`src/rtl/sirf_pkg.sv`:
```
package sirf_pkg;
    localparam int DATA_W = 8;
    localparam int CNT_W  = 12;
    localparam int STAT_W = 8;

    localparam logic [DATA_W-1:0] BOF_BYTE = 8'hC0;
    localparam logic [DATA_W-1:0] EOF_BYTE = 8'hC1;
    localparam logic [DATA_W-1:0] ESC_BYTE = 8'h7D;
    localparam logic [DATA_W-1:0] ESC_XOR  = 8'h20;

    localparam int BIT_PHY    = 6;
    localparam int BIT_CRC    = 5;
    localparam int BIT_LENGTH = 4;
    localparam int BIT_OVER   = 3;
    localparam int BIT_SIRBAD = 2;

    typedef struct packed {
        logic              in_frame;
        logic              body;
        logic              esc;
        logic              len_err;
        logic [CNT_W-1:0]  cnt;
        logic              ov;
        logic              ol;
        logic [DATA_W-1:0] ob;
        logic [STAT_W-1:0] ost;
    } sirf_state_t;
endpackage

```
`src/rtl/sirf_byte_class.sv`:
```
module sirf_byte_class #(
    parameter int                DW  = 8,
    parameter logic [DW-1:0]     BOF = 8'hC0,
    parameter logic [DW-1:0]     EOF = 8'hC1,
    parameter logic [DW-1:0]     ESC = 8'h7D
) (
    input  logic [DW-1:0] byte_i,
    output logic          is_bof_o,
    output logic          is_eof_o,
    output logic          is_esc_o
);
    assign is_bof_o = (byte_i == BOF);
    assign is_eof_o = (byte_i == EOF);
    assign is_esc_o = (byte_i == ESC);
endmodule

```
`src/rtl/sirf_len_guard.sv`:
```
module sirf_len_guard #(
    parameter int CW = 12
) (
    input  logic [CW-1:0] cnt_i,
    input  logic [CW-1:0] max_i,
    output logic          at_limit_o
);
    assign at_limit_o = (cnt_i >= max_i);
endmodule

```
`src/rtl/sirf_close_status.sv`:
```
module sirf_close_status
    import sirf_pkg::*;
#(
    parameter bit CUT_SHORT = 1'b0
) (
    input  logic              esc_pending_i,
    input  logic              len_err_i,
    output logic [STAT_W-1:0] status_o
);
    always_comb begin
        status_o             = '0;
        status_o[BIT_PHY]    = esc_pending_i;
        status_o[BIT_LENGTH] = len_err_i;
        status_o[BIT_SIRBAD] = CUT_SHORT;
    end
endmodule

```
`src/rtl/sirf_unwrap.sv`:
```
module sirf_unwrap
    import sirf_pkg::*;
(
    input  logic              clk_i,
    input  logic              rst_ni,
    input  logic              in_valid_i,
    input  logic [DATA_W-1:0] in_byte_i,
    input  logic [CNT_W-1:0]  max_len_i,
    output logic              out_valid_o,
    output logic [DATA_W-1:0] out_byte_o,
    output logic              out_last_o,
    output logic [STAT_W-1:0] out_status_o,
    output logic [CNT_W-1:0]  rx_count_o,
    output logic [2*DATA_W-1:0] sir_flags_o
);
    sirf_state_t st_d, st_q;

    logic is_bof, is_eof, is_esc, at_limit;
    logic [STAT_W-1:0] stat_restart, stat_end;

    sirf_byte_class #(
        .DW (DATA_W), .BOF(BOF_BYTE), .EOF(EOF_BYTE), .ESC(ESC_BYTE)
    ) u_class (
        .byte_i   (in_byte_i),
        .is_bof_o (is_bof),
        .is_eof_o (is_eof),
        .is_esc_o (is_esc)
    );

    sirf_len_guard #(.CW(CNT_W)) u_guard (
        .cnt_i      (st_q.cnt),
        .max_i      (max_len_i),
        .at_limit_o (at_limit)
    );

    sirf_close_status #(.CUT_SHORT(1'b1)) u_stat_restart (
        .esc_pending_i (st_q.esc),
        .len_err_i     (st_q.len_err),
        .status_o      (stat_restart)
    );

    sirf_close_status #(.CUT_SHORT(1'b0)) u_stat_end (
        .esc_pending_i (st_q.esc),
        .len_err_i     (st_q.len_err),
        .status_o      (stat_end)
    );

    always_comb begin
        st_d     = st_q;
        st_d.ov  = 1'b0;
        st_d.ol  = 1'b0;
        st_d.ob  = '0;
        st_d.ost = '0;
        if (in_valid_i) begin
            if (!st_q.in_frame) begin
                if (is_bof) begin
                    st_d.in_frame = 1'b1;
                    st_d.body     = 1'b0;
                    st_d.esc      = 1'b0;
                    st_d.len_err  = 1'b0;
                    st_d.cnt      = '0;
                end
            end else if (is_bof) begin
                if (st_q.body) begin
                    st_d.ov      = 1'b1;
                    st_d.ol      = 1'b1;
                    st_d.ost     = stat_restart;
                    st_d.body    = 1'b0;
                    st_d.esc     = 1'b0;
                    st_d.len_err = 1'b0;
                    st_d.cnt     = '0;
                end
            end else if (is_eof) begin
                st_d.ov       = 1'b1;
                st_d.ol       = 1'b1;
                st_d.ost      = stat_end;
                st_d.in_frame = 1'b0;
                st_d.esc      = 1'b0;
            end else if (!st_q.esc && is_esc) begin
                st_d.esc  = 1'b1;
                st_d.body = 1'b1;
            end else begin
                st_d.esc  = 1'b0;
                st_d.body = 1'b1;
                if (at_limit) begin
                    st_d.len_err = 1'b1;
                end else begin
                    st_d.cnt = st_q.cnt + 1'b1;
                    st_d.ov  = 1'b1;
                    st_d.ob  = st_q.esc ? (in_byte_i ^ ESC_XOR) : in_byte_i;
                end
            end
        end
    end

    always_ff @(posedge clk_i) begin
        if (!rst_ni) begin
            st_q <= '0;
        end else begin
            st_q <= st_d;
        end
    end

    assign out_valid_o  = st_q.ov;
    assign out_last_o   = st_q.ol;
    assign out_byte_o   = st_q.ob;
    assign out_status_o = st_q.ost;
    assign rx_count_o   = st_q.cnt;
    assign sir_flags_o  = {EOF_BYTE, BOF_BYTE};

    assert_idle_silent_R2: assert property (@(posedge clk_i) disable iff (!rst_ni)
        !$past(st_q.in_frame) |-> !out_valid_o);

    assert_count_step_R4: assert property (@(posedge clk_i) disable iff (!rst_ni)
        (out_valid_o && !out_last_o) |-> (rx_count_o == CNT_W'($past(rx_count_o) + 1'b1)));

    assert_marker_zero_byte_R6: assert property (@(posedge clk_i) disable iff (!rst_ni)
        out_last_o |-> (out_valid_o && out_byte_o == '0));

    assert_eof_exits_frame_R6: assert property (@(posedge clk_i) disable iff (!rst_ni)
        (out_last_o && !out_status_o[BIT_SIRBAD]) |-> !st_q.in_frame);

    assert_restart_fresh_R7: assert property (@(posedge clk_i) disable iff (!rst_ni)
        (out_last_o && out_status_o[BIT_SIRBAD]) |-> (st_q.in_frame && rx_count_o == '0));

    assert_within_limit_R8: assert property (@(posedge clk_i) disable iff (!rst_ni)
        (out_valid_o && !out_last_o) |-> (rx_count_o <= $past(max_len_i)));

    assert_data_status_clean_R10: assert property (@(posedge clk_i) disable iff (!rst_ni)
        (out_valid_o && !out_last_o) |-> (out_status_o == '0));

    assert_no_crc_over_R10: assert property (@(posedge clk_i) disable iff (!rst_ni)
        out_valid_o |-> (!out_status_o[BIT_CRC] && !out_status_o[BIT_OVER]));
endmodule

```
`config.mk`:
```
export PLATFORM = sky130hd
export DESIGN_NAME = sirf_unwrap
export DESIGN_NICKNAME = d
export VERILOG_FILES = /design/src/rtl/sirf_pkg.sv /design/src/rtl/sirf_byte_class.sv /design/src/rtl/sirf_len_guard.sv /design/src/rtl/sirf_close_status.sv /design/src/rtl/sirf_unwrap.sv
export SDC_FILE = /design/constraint.sdc
export NUM_CORES = 1
export LEC_CHECK = 0
export BUFFER_PORTS_ARGS = -buffer_cell sky130_fd_sc_hd__buf_2
export CORE_UTILIZATION = 50
export DETAILED_ROUTE_END_ITERATION = 7
export PLACE_DENSITY = 0.8
export SLEW_MARGIN = 10
export SYNTH_ARGS = -nofsm -noshare
export SYNTH_HDL_FRONTEND = slang
export SYNTH_SLANG_ARGS = --single-unit
```
`constraint.sdc`:
```
create_clock -name clk_i -period 2.7 [get_ports clk_i]
set_clock_uncertainty 0.2 [all_clocks]
set_input_delay 0.27 -clock clk_i [delete_from_list [all_inputs] [get_ports clk_i]]
set_output_delay 0.27 -clock clk_i [all_outputs]
set_load 0.02 [all_outputs]
```
======== Word-level counts from Yosys, hierarchy flattened ========
Index checks and enable logic that the tools add are counted.
storage, ports and cells
  logic and storage cells ................. 51
  register bits after elaboration ......... 34
  input port bits ......................... 23
  output and inout port bits .............. 46
cells by class
  order comparisons ....................... 1
  multiplexer cells ....................... 19
  bitwise operators ....................... 4
  equal/unequal tests ..................... 7
  reduce and logical (&&, ||, !) cells .... 10
  add/subtract/negate cells ............... 1
operators with widths
  operator                                             number
  two-way mux 16 bit                                   3
  two-way mux 13 bit                                   2
  two-way mux 7 bit                                    3
  two-way mux 17 bit                                   1
  equality test 8 bit, second input constant           2
  two-way mux 14 bit                                   1
  adder 12 x 1 -> 12 bit, second input constant        1
  greater-or-equal comparator 12 bit                   1
  AND reduction 6 bit                                  2
  AND reduction 3 bit                                  3
  equality test 8 x 7 -> 1 bit, second input constant  1
  two-way mux 1 bit                                    8
  OR reduction 7 bit                                   1
  two-way mux 6 bit                                    1
  != test 2 bit, second input constant                 3
  NOT 1 bit                                            4
  nonzero test 2 bit                                   2
  != test 3 bit, second input constant                 1
  logical AND 1 bit                                    1
  zero test 1 bit                                      1

======== Longest topological paths before layout ========
Gate-level depths: netlist (run 1).
  depth after elaboration ................. 6
  mapped depth ............................ 10
  mapped depth without buffers ............ 9

======== Hierarchy ========
Synthesis (run 1) repeated with hierarchy kept, for this count alone.
second synthesis, totals
  cell total of the unflattened synthesis .. 267
  area, all modules ....................... 2253.4 µm²
by module, submodules not included
  module                              sequential area each (µm²)  area an instance (µm²)  cells each  times used
  sirf_unwrap                         680.7                       1761.7                  201         1
  sirf_len_guard                      0.0                         307.8                   39          1
  sirf_close_status (u_stat_restart)  0.0                         67.6                    10          1
  sirf_close_status (u_stat_end)      0.0                         63.8                    9           1
  sirf_byte_class                     0.0                         52.6                    8           1

======== Least setup slack after synthesis (run 1) ========
No wires, ideal clock.
  kind .................................... register -> register
  start ................................... register st_q, in the netlist rx_count_o[2]
  end ..................................... register st_q, in the netlist rx_count_o[7]
  library setup time ...................... 74 ps
  buffers on the path ..................... 0
  data arrival time ....................... 2031 ps
  cell stages (with the launch flop) ...... 9
  path slack .............................. 395 ps
  data required time ...................... 2426 ps
  period minus slack after synthesis ...... 2305 ps
  path through ............................ dfxtp_1 ha_1 a21oi_1 o21ai_0 a221oi_1 o21ai_1 nor3_1 nand2b_1 a31oi_1
between the ends
  longest elaborated chain between the ends .. 6
  elaborated cells on any way between the ends .. 9
  classes of those cells .................. add/sub (1); order compare (1); eq/ne (1); mux (5); reduce/logical (1)
ends and longest elaborated chain
  what                    line                RTL
  start, declared         sirf_unwrap.sv:16   sirf_state_t st_d, st_q;
  start signal, assigned  sirf_unwrap.sv:100  st_q <= st_d;
  adder 12 x 1 -> 12 bit  sirf_unwrap.sv:88   st_d.cnt = st_q.cnt + 1'b1;
  two-way mux 13 bit      sirf_unwrap.sv:85   if (at_limit) begin
  two-way mux 14 bit      sirf_unwrap.sv:79   end else if (!st_q.esc && is_esc) begin
  two-way mux 13 bit      sirf_unwrap.sv:73   end else if (is_eof) begin
  two-way mux 17 bit      sirf_unwrap.sv:63   end else if (is_bof) begin
  two-way mux 16 bit      sirf_unwrap.sv:55   if (!st_q.in_frame) begin
Parallel ways exist; a longest one is shown, timed or not. The select of a mux whose other input is x is not followed.
A chain may end at the register's enable or synchronous reset.

======== Worst setup path in the final report (run 1) ========
  start ................................... register st_q, in the netlist rx_count_o[4]
  end ..................................... register st_q, in the netlist rx_count_o[7]
The elaborated chain is that of the path after synthesis.

==> results of run 1 <==
## metrics by stage
stage	util, %	total power [W]	hold slack (ps)
after global routing	57.7	0.000876	13.1
after detailed placement	55.2	0.000510	258
after global placement	55.2	0.000508	258
after CTS	57.6	0.000851	10.8
final	57.7	0.000845	10.4
after floorplan	-	0.000505	192
## metal layers
layer	vias up	global-route usage (%)	wire length, um	share of wire (%)
met2	71	33.9	1790	48
li1	827	-	-	-
met5	-	0	0	0
met1	724	22.2	1570	42
met4	0	11.4	110	2.9
met3	10	5.18	270	7.2
## flip-flops by register name (all words and copies together) (netlist names)
signal and flops:
out_status_o 3, out_last_o 1, out_byte_o 8, rx_count_o 12, out_valid_o 1, st_q 4
## layout by cell type, fill, tap and decap left out, types with 8 or more instances in the layout
cell type  count
a21oi_1       10
and2_1        11
nor2_1        17
dfxtp_1       29
conb_1        21
inv_1         18
buf_2         47
nand2_1       15
nand3_1       15
buf_4         12
ha_1          13
o21ai_0        8
## power breakdown
group,switching (W),leakage [nW],internal [W],total (W)
Sequential,0.0000000951,0.233,0.000428,0.000428
Clock,0.000166,0.0439,0.000177,0.000343
Combinational,0.0000519,0.786,0.0000219,0.0000738
Total,0.000218,1.06,0.000627,0.000845
## critical path, stage by stage (launching register included)
cell,delay (ps)
dfxtp_1,420
ha_1,270
a21o_1,180
a221oi_2,350
o21ai_1,220
nor4_4,280
buf_4,200
a21oi_1,70
a31oi_1,190
## cell families after synthesis
family	Yosys count	share of synthesized area (%)
AO/OA/AOI/OAI	41	13.4
XOR/XNOR	1	0.460
adder cells (fa/ha/maj)	13	8.54
buffers and inverters	64	21.5
flip-flops	29	30.5
other	2	0.394
AND/OR/NAND/NOR	86	25.3
## layout make-up
class / instances / area (um2)
Fill cell: 344 / 1550
Inverter: 18 / 67.6
Clock inverter: 3 / 17.5
Multi-Input combinational cell: 162 / 993
Sequential cell: 29 / 581
Clock buffer: 5 / 68.8
Tap cell: 48 / 60.1
Timing Repair Buffer: 59 / 325
## worst min path at each step
stage | slack [ps] | endpoint | depth (start not counted)
after CTS | 10 | out_byte_o[6] | 2
after detailed placement | 260 | out_status_o[2] | 2
after global routing | 10 | out_byte_o[6] | 2
after floorplan | 190 | out_byte_o[0] | 1
final | 10 | out_byte_o[6] | 2
after global placement | 260 | out_status_o[2] | 2
## what timing repair did
item	in CTS	in global routing
resized for setup	0	1
setup endpoints to repair	0	4
setup buffers	0	0
==> out/metrics.yaml, run 1 <==
synth_top_area_share_pct: 30.5
pre_cts_ws_ps: 66.0
totalNegativeSetupSlack_ps: 0
chipWidth_um: 63.7
maxCapViolCount: 0
r2r.worst_path.cells: 8
first_global_vias: 1484
cts.sinks: 29
grt_max_degree: 11
place_area_um2: 2020
cts_buffers: 5
core-area_um2: 3660
wl_per_cell_um: 11.5
antenna_found_initial: 0
hpwlAfterDp_um: 2860
drt_pass1_iterations: 4
synthArstFlopShare_pct: 0
syn_to_final_growth_pct: 10.9
r2r_slack_ps: 210
endpoint: "rx_count_o[7]"
arrival_ps: 2480
num_vias: 1632
rows: 22
setup_ws_ps: 212
max_freq_ghz: 0.402
power_density_nw_per_um2: 400
cts_max_level: 2
finalMaxSlewViolations: 0
cts_tree: "built"
diodes: 0
synthTopCellsByCount: "45 x buf_4, 29 x dfxtp_1, 18 x inv_1"
cts_root_buf: "clkbuf_8"
grt_pass1_wl_um: 6170
clkTransAtPathRegs_ps: 60
die_area_um2: 4060
yosysWarnings: 0
drtAntennaViolNets: 0
layout_min_cycle_time_ps: 2490
synthTopCellsByArea: "dfxtp_1 30%, buf_4 18%, ha_1 8.5%"
yosysMostFrequentCell: "buf_4"
hold_viol_final: 0
design_area_um2: 2110
chipHeight_um: 63.7
synth_edf_count: 0
min_path_type: "primary input to register"
ys_seq_area_share_pct: 30.5
syn_inst: 236
io_buffers: 47
rsz0062_at_grt: "no"
regToRegEndpoint: "rx_count_o[7]"
wl_um: 3730
pin_count: 69
instances_no_fill: 324
synth_cell_types: 41
gp_congestion: 0.859
cp-end-kind: "register"
status: "complete, no violations"
viasPerCell: 5.04
crit_required_ps: 2700
crit_path_start_kind: "register"
fin_crit_sh_pct: 92.1
worstHoldStart: "in_byte_i[6]"
critPathMaxFanout: 7
dr.first_iter.drc_count: 47
gr-total-overflow: 0
leakage_nw: 1.06
drive_gt1_share_pct: 27.2
syn_area_per_cell_um2: 8.07
finalSetupViolCount: 0
clock_latency_ps: 290
vdd_drop_max_mv: 0.172
dp_cells: 316
netlist_area_um2: 1910
r2r_start: "rx_count_o[4]"
synth.largest_area_cell: "dfxtp_1"
grt_usage_pct: 19.9
ys.flop_type: "dfxtp_1"
cts_buffer_depth: 2
synth_seq_cells: 29
drcViolationCount: 0
cts_hold_buffers: 0
path_class: "register to register"
startpoint: "rx_count_o[4]"
start_util_pct: 52.1
nets: 311
No activity file was read; power rests on OpenSTA's default activity.
==> inputs of run 2 (changes only) <==
- CORE_ASPECT_RATIO: not set -> 2
- CORE_UTILIZATION: 50 -> 53
- PLACE_DENSITY: 0.8 -> 0.85
- SETUP_SLACK_MARGIN: not set -> 0.3
- clock period: 2.7 -> 3.1 ns (I/O delays scaled with it)
==> out/metrics.yaml, run 2 (synthesis gave the netlist of run 1 again) <==
status: "complete, no violations"
cp_slowest_stage_delay_ps: 470  # +50 ps
chipWidth_um: 44.4  # -30%
gr-total-overflow: 0  # unchanged
cts_max_level: 2  # unchanged
switching_share_pct: 22.8  # -3.0 points
vdd_drop_max_mv: 0.326  # +89%
pin_count: 69  # unchanged
clock_latency_ps: 290  # about the same
hpwlAfterDp_um: 2970  # +3.8%
drt_pass1_iterations: 5  # +1
seqPwrFrac_pct: 44.1  # -6.5 points
die_area_um2: 3850  # -5.1%
min_path_type: "primary input to register"
grt_pass1_wl_um: 6020  # -2.5%
rows: 30  # +36%
power_density_nw_per_um2: 406  # +1.6%
cts.sinks: 29  # unchanged
gp_congestion: 0.862  # +0.38%
viasPerCell: 5.29  # +4.9%
finalMaxSlewViolations: 0  # unchanged
first_global_vias: 1419  # -4.4%
rsz0062_at_grt: "no"
layout_commonest_cell: "buf_2"
diodes: 0  # unchanged
cp_top_family: "compound AO/OA/AOI/OAI gates"
wl_um: 3820  # +2.3%
chipHeight_um: 86.8  # +36%
critPathMaxFanout: 8  # +1
dr.first_iter.drc_count: 38  # -19%
total_power_w: 0.000846  # +0.11%
drive_gt1_share_pct: 25.1  # -2.1 points
wl_per_cell_um: 12.1  # +5.2%
nets: 302  # -2.9%
grt_usage_pct: 21.4  # +1.5 points
syn_to_final_growth_pct: 9.32
path_class: "register to register"
fillers: 310  # -9.9%
maxCapViolCount: 0  # unchanged
hold_viol_final: 0  # unchanged
max_freq_ghz: 0.391  # -2.6%
io_buffers: 47  # unchanged
grt_max_degree: 12  # +1
clkTransAtPathRegs_ps: 70  # about the same
fin_crit_sh_pct: 82.4  # -9.7 points
power_switching_w: 0.000193  # -11%
cts_buffers: 5  # unchanged
start_util_pct: 55.8  # +3.7 points
largest_register_ffs: 12  # unchanged
cp-end-kind: "register"
crit_path_start_kind: "register"
num_vias: 1665  # +2.0%
antenna_found_initial: 0  # unchanged
final_cell_mix: "47 x buf_2, 29 x dfxtp_1, 21 x conb_1, 18 x inv_1, 17 x nor2_1"
crit_path_frequent_cell: "o21ai_0"
drtAntennaViolNets: 0  # unchanged
combinationalPowerShare_pct: 7.5  # -1.2 points
drcViolationCount: 0  # unchanged
layout_min_cycle_time_ps: 2560  # +67.4 ps
crit_chain: "ha_1 -> a21oi_1 -> o21ai_0 -> a221oi_2 -> o21a_1 -> a21boi_1 -> o311ai_0 -> o21ai_0"
clockPowerShare_pct: 48.5  # +7.9 points
core-area_um2: 3420  # -6.7%
cts_buffer_depth: 2  # unchanged
arrival_ps: 2520  # +40 ps
p_int_w: 0.000653  # +4.1%
crit_required_ps: 3060  # +360 ps
cts_tree: "built"
top_register: "rx_count_o"
slowest_stage: "dfxtp_1"
finalSetupViolCount: 0  # unchanged
fin_hold_ws_ps: 44.8  # +34.4 ps
cts_root_buf: "clkbuf_8"
leakage_nw: 1.03  # -2.9%
totalNegativeSetupSlack_ps: 0  # unchanged
path_buf_inv: 0  # -1
run 2: routing by layer:
metal  global-route usage [%]  up-vias  part of all wire, %
li1                         -      809                    -
met1                     19.5      769                   33
met2                     39.2       71                   58
met3                     5.00       16                  4.8
met4                     14.0        0                  3.7
met5                        0        -                    0
run 2: worst paths after layout:
| path | start | end | slack (ps) | cells past startpoint |
|---|---|---|---|---|
| min reg2reg | st_q[30] | st_q[30] | 270 | 2 |
| max reg2reg | rx_count_o[2] | rx_count_o[6] | 540 | 8 |
| max | rx_count_o[2] | rx_count_o[6] | 540 | 8 |
| min | in_byte_i[6] | out_byte_o[6] | 40 | 2 |
run 2: per-stage QoR:
step                      util [%]  worst slack, ps  cells  area (um2)
final                         61.0              545    315        2080
after global routing          61.0              315    315        2080
after CTS                     60.4              359    314        2060
after detailed placement      57.0              301    306        1950
after global placement        57.0              339    306        1950
after floorplan                  -              795    255        1980
run 2: layout make-up:
cell class | count | area [um2] | area share (%)
Sequential cell | 29 | 581 | 27.9
Clock buffer | 7 | 86.3 | 4.14
Multi-Input combinational cell | 162 | 1000 | 48.0
Tap cell | 48 | 60.1 | 2.88
Timing Repair Buffer | 50 | 258 | 12.4
Clock inverter | 1 | 30.0 | 1.44
Inverter | 18 | 67.6 | 3.24
run 2: what timing repair did:
item | in CTS | in global routing
gates resized for setup | 0 | 3
pin swaps | 1 | 1
endpoints found under the setup margin | 1 | 18
setup buffers | 0 | 1
hold buffers | 0 | 0
run 2: power groups by stage:
stage	combinational (W)	sequential (W)	clock, W
floorplan	0.0000591	0.000381	0
global placement	0.0000608	0.000381	0
detailed placement	0.0000620	0.000381	0
CTS	0.0000621	0.000373	0.000419
global route	0.0000700	0.000372	0.000434
finish	0.0000632	0.000373	0.000410
==> inputs of run 3 (changes only) <==
- CORE_UTILIZATION: 53 -> 50
- PLACE_DENSITY: 0.85 -> 0.8
- clock period: 3.1 -> 2.4 ns (I/O delays scaled with it)
==> out/metrics.yaml, run 3 (synthesis gave the netlist of run 1 again) <==
status: "complete, no violations"
maxCapViolCount: 0  # unchanged
crit_chain: "inv_2 -> ha_4 -> nor2b_2 -> o21ai_2 -> a221oi_4 -> o21a_1 -> a21boi_4 -> o21ai_2 -> buf_4 -> a31oi_1"
die_area_um2: 4080  # +5.8%
pre_cts_ws_ps: 56.7  # -245 ps
wl_um: 4150  # +8.8%
drt_pass1_iterations: 5  # unchanged
cp-end-kind: "register"
critPathMaxFanout: 6  # -2
viasPerCell: 5.14  # -2.7%
fin_crit_sh_pct: 89.9  # +7.5 points
final_cell_mix: "47 x buf_2, 25 x dfxtp_1, 21 x conb_1, 19 x buf_4"
slowest_stage: "dfxtp_2"
power_density_nw_per_um2: 409  # +0.68%
regArea_um2: 586  # +0.86%
finalMaxSlewViolations: 0  # unchanged
pin_count: 69  # unchanged
instances_no_fill: 334  # +6.0%
dp_cells: 320  # +4.6%
hold_viol_final: 0  # unchanged
leakage_nw: 1.14  # +10%
crit_path_start_kind: "register"
grt_pass1_wl_um: 6380  # +6.1%
nets: 321  # +6.3%
drive_gt1_share_pct: 38.9  # +14 points
core-area_um2: 3650  # +6.7%
crit_required_ps: 2360  # -700 ps
diodes: 0  # unchanged
totalNegativeSetupSlack_ps: 0  # unchanged
layout_min_cycle_time_ps: 2160  # -397 ps
rsz0062_at_grt: "yes"
arrival_ps: 2120  # -400 ps
crit_path_frequent_cell: "o21ai_2"
rows: 31  # +3.3%
cts_buffer_depth: 2  # unchanged
clkTransAtPathRegs_ps: 60  # about the same
vdd_drop_max_mv: 0.412  # +27%
chipWidth_um: 45.7  # +2.8%
largest_register_ffs: 12  # unchanged
dr.first_iter.drc_count: 68  # +79%
first_global_vias: 1568  # +11%
num_vias: 1718  # +3.2%
finalSetupViolCount: 0  # unchanged
cts.sinks: 29  # unchanged
cp_slowest_stage_delay_ps: 340  # -130 ps
seqPwrFrac_pct: 49.1  # +5.0 points
combinationalPowerShare_pct: 10.2  # +2.7 points
cts_root_buf: "clkbuf_8"
clockPowerShare_pct: 40.7  # -7.8 points
clock_latency_ps: 280  # about the same
grt_max_degree: 9  # -3
antenna_found_initial: 0  # unchanged
path_class: "register to register"
layout_commonest_cell: "buf_2"
wl_per_cell_um: 12.4  # +2.6%
drcViolationCount: 0  # unchanged
min_path_type: "primary input to register"
cts_tree: "built"
switching_share_pct: 24.3  # +1.4 points
gp_congestion: 0.909  # +5.4%
start_util_pct: 52.3  # -3.5 points
p_int_w: 0.000742  # +14%
power_switching_w: 0.000238  # +23%
io_buffers: 47  # unchanged
grt_usage_pct: 21.4  # about the same
setup_ws_ps: 242  # -303 ps
drtAntennaViolNets: 0  # unchanged
syn_to_final_growth_pct: 25.8
fillers: 319  # +2.9%
cts_buffers: 5  # unchanged
top_register: "rx_count_o"
multiInputGateArea_um2: 1190  # +19%
gr-total-overflow: 0  # unchanged
hpwlAfterDp_um: 3090  # +4.1%
max_freq_ghz: 0.463  # +18%
cts_max_level: 2  # unchanged
chipHeight_um: 89.3  # +2.9%
run 3: cell type report:
type	count	share of cell area [%]
timing repair buffer	69	17.1
tap	49	2.56
clock buffer	7	3.60
multi-input combinational	162	49.5
inverter	18	2.82
sequential	29	24.4
run 3: worst max-delay path, delay by kind of cell (launching register included):
family	cells	cell delay, ps
AOI/OAI and AO/OA	6	990
adders and majority gates	1	200
buffers and inverters	2	200
DFF	1	340
and+or+nand+nor	1	110
run 3: routing by layer:
metal | wire [um] | track usage, %
met1 | 1410 | 19.3
met2 | 2430 | 41.0
met3 | 200 | 3.84
met4 | 119 | 12.1
met5 | 0 | 0
run 3: timing repair:
| action | CTS | global route |
|---|---|---|
| pin swaps | 13 | 13 |
| setup endpoints to repair | 13 | 22 |
| hold endpoints to repair | 1 | 0 |
| setup buffers | 5 | 1 |
| hold buffers | 1 | 0 |
| gates resized for setup | 13 | 19 |
run 3: final timing paths:
check                           cells after the start          start             to  slack [ps]
worst max-delay path                               10  rx_count_o[0]  rx_count_o[3]         240
worst min-delay path                                2   in_byte_i[1]  out_byte_o[1]           1
worst max register to register                     10  rx_count_o[0]  rx_count_o[3]         240
worst min register to register                      2       st_q[30]       st_q[30]         280
run 3: power by group through the flow:
stage	Clock, W	Combinational [W]	Sequential [W]
3_3_place_gp	0	0.0000803	0.000492
3_5_place_dp	0	0.0000820	0.000492
2_1_floorplan	0	0.0000777	0.000492
5_1_grt	0.000426	0.000111	0.000481
6_report	0.000399	0.0000998	0.000482
4_1_cts	0.000406	0.0000893	0.000482
run 3: per-stage QoR:
| step | power (W) | utilization, % | cell area, um2 | hold slack (ps) |
|---|---|---|---|---|
| floorplan | 0.000570 | - | 2000 | 162 |
| global placement | 0.000572 | 56.8 | 2070 | 265 |
| detailed placement | 0.000574 | 56.8 | 2070 | 272 |
| CTS | 0.000977 | 62.5 | 2280 | 1.90 |
| global route | 0.00102 | 65.8 | 2400 | 6.61 |
| finish | 0.000980 | 65.8 | 2400 | 1.07 |
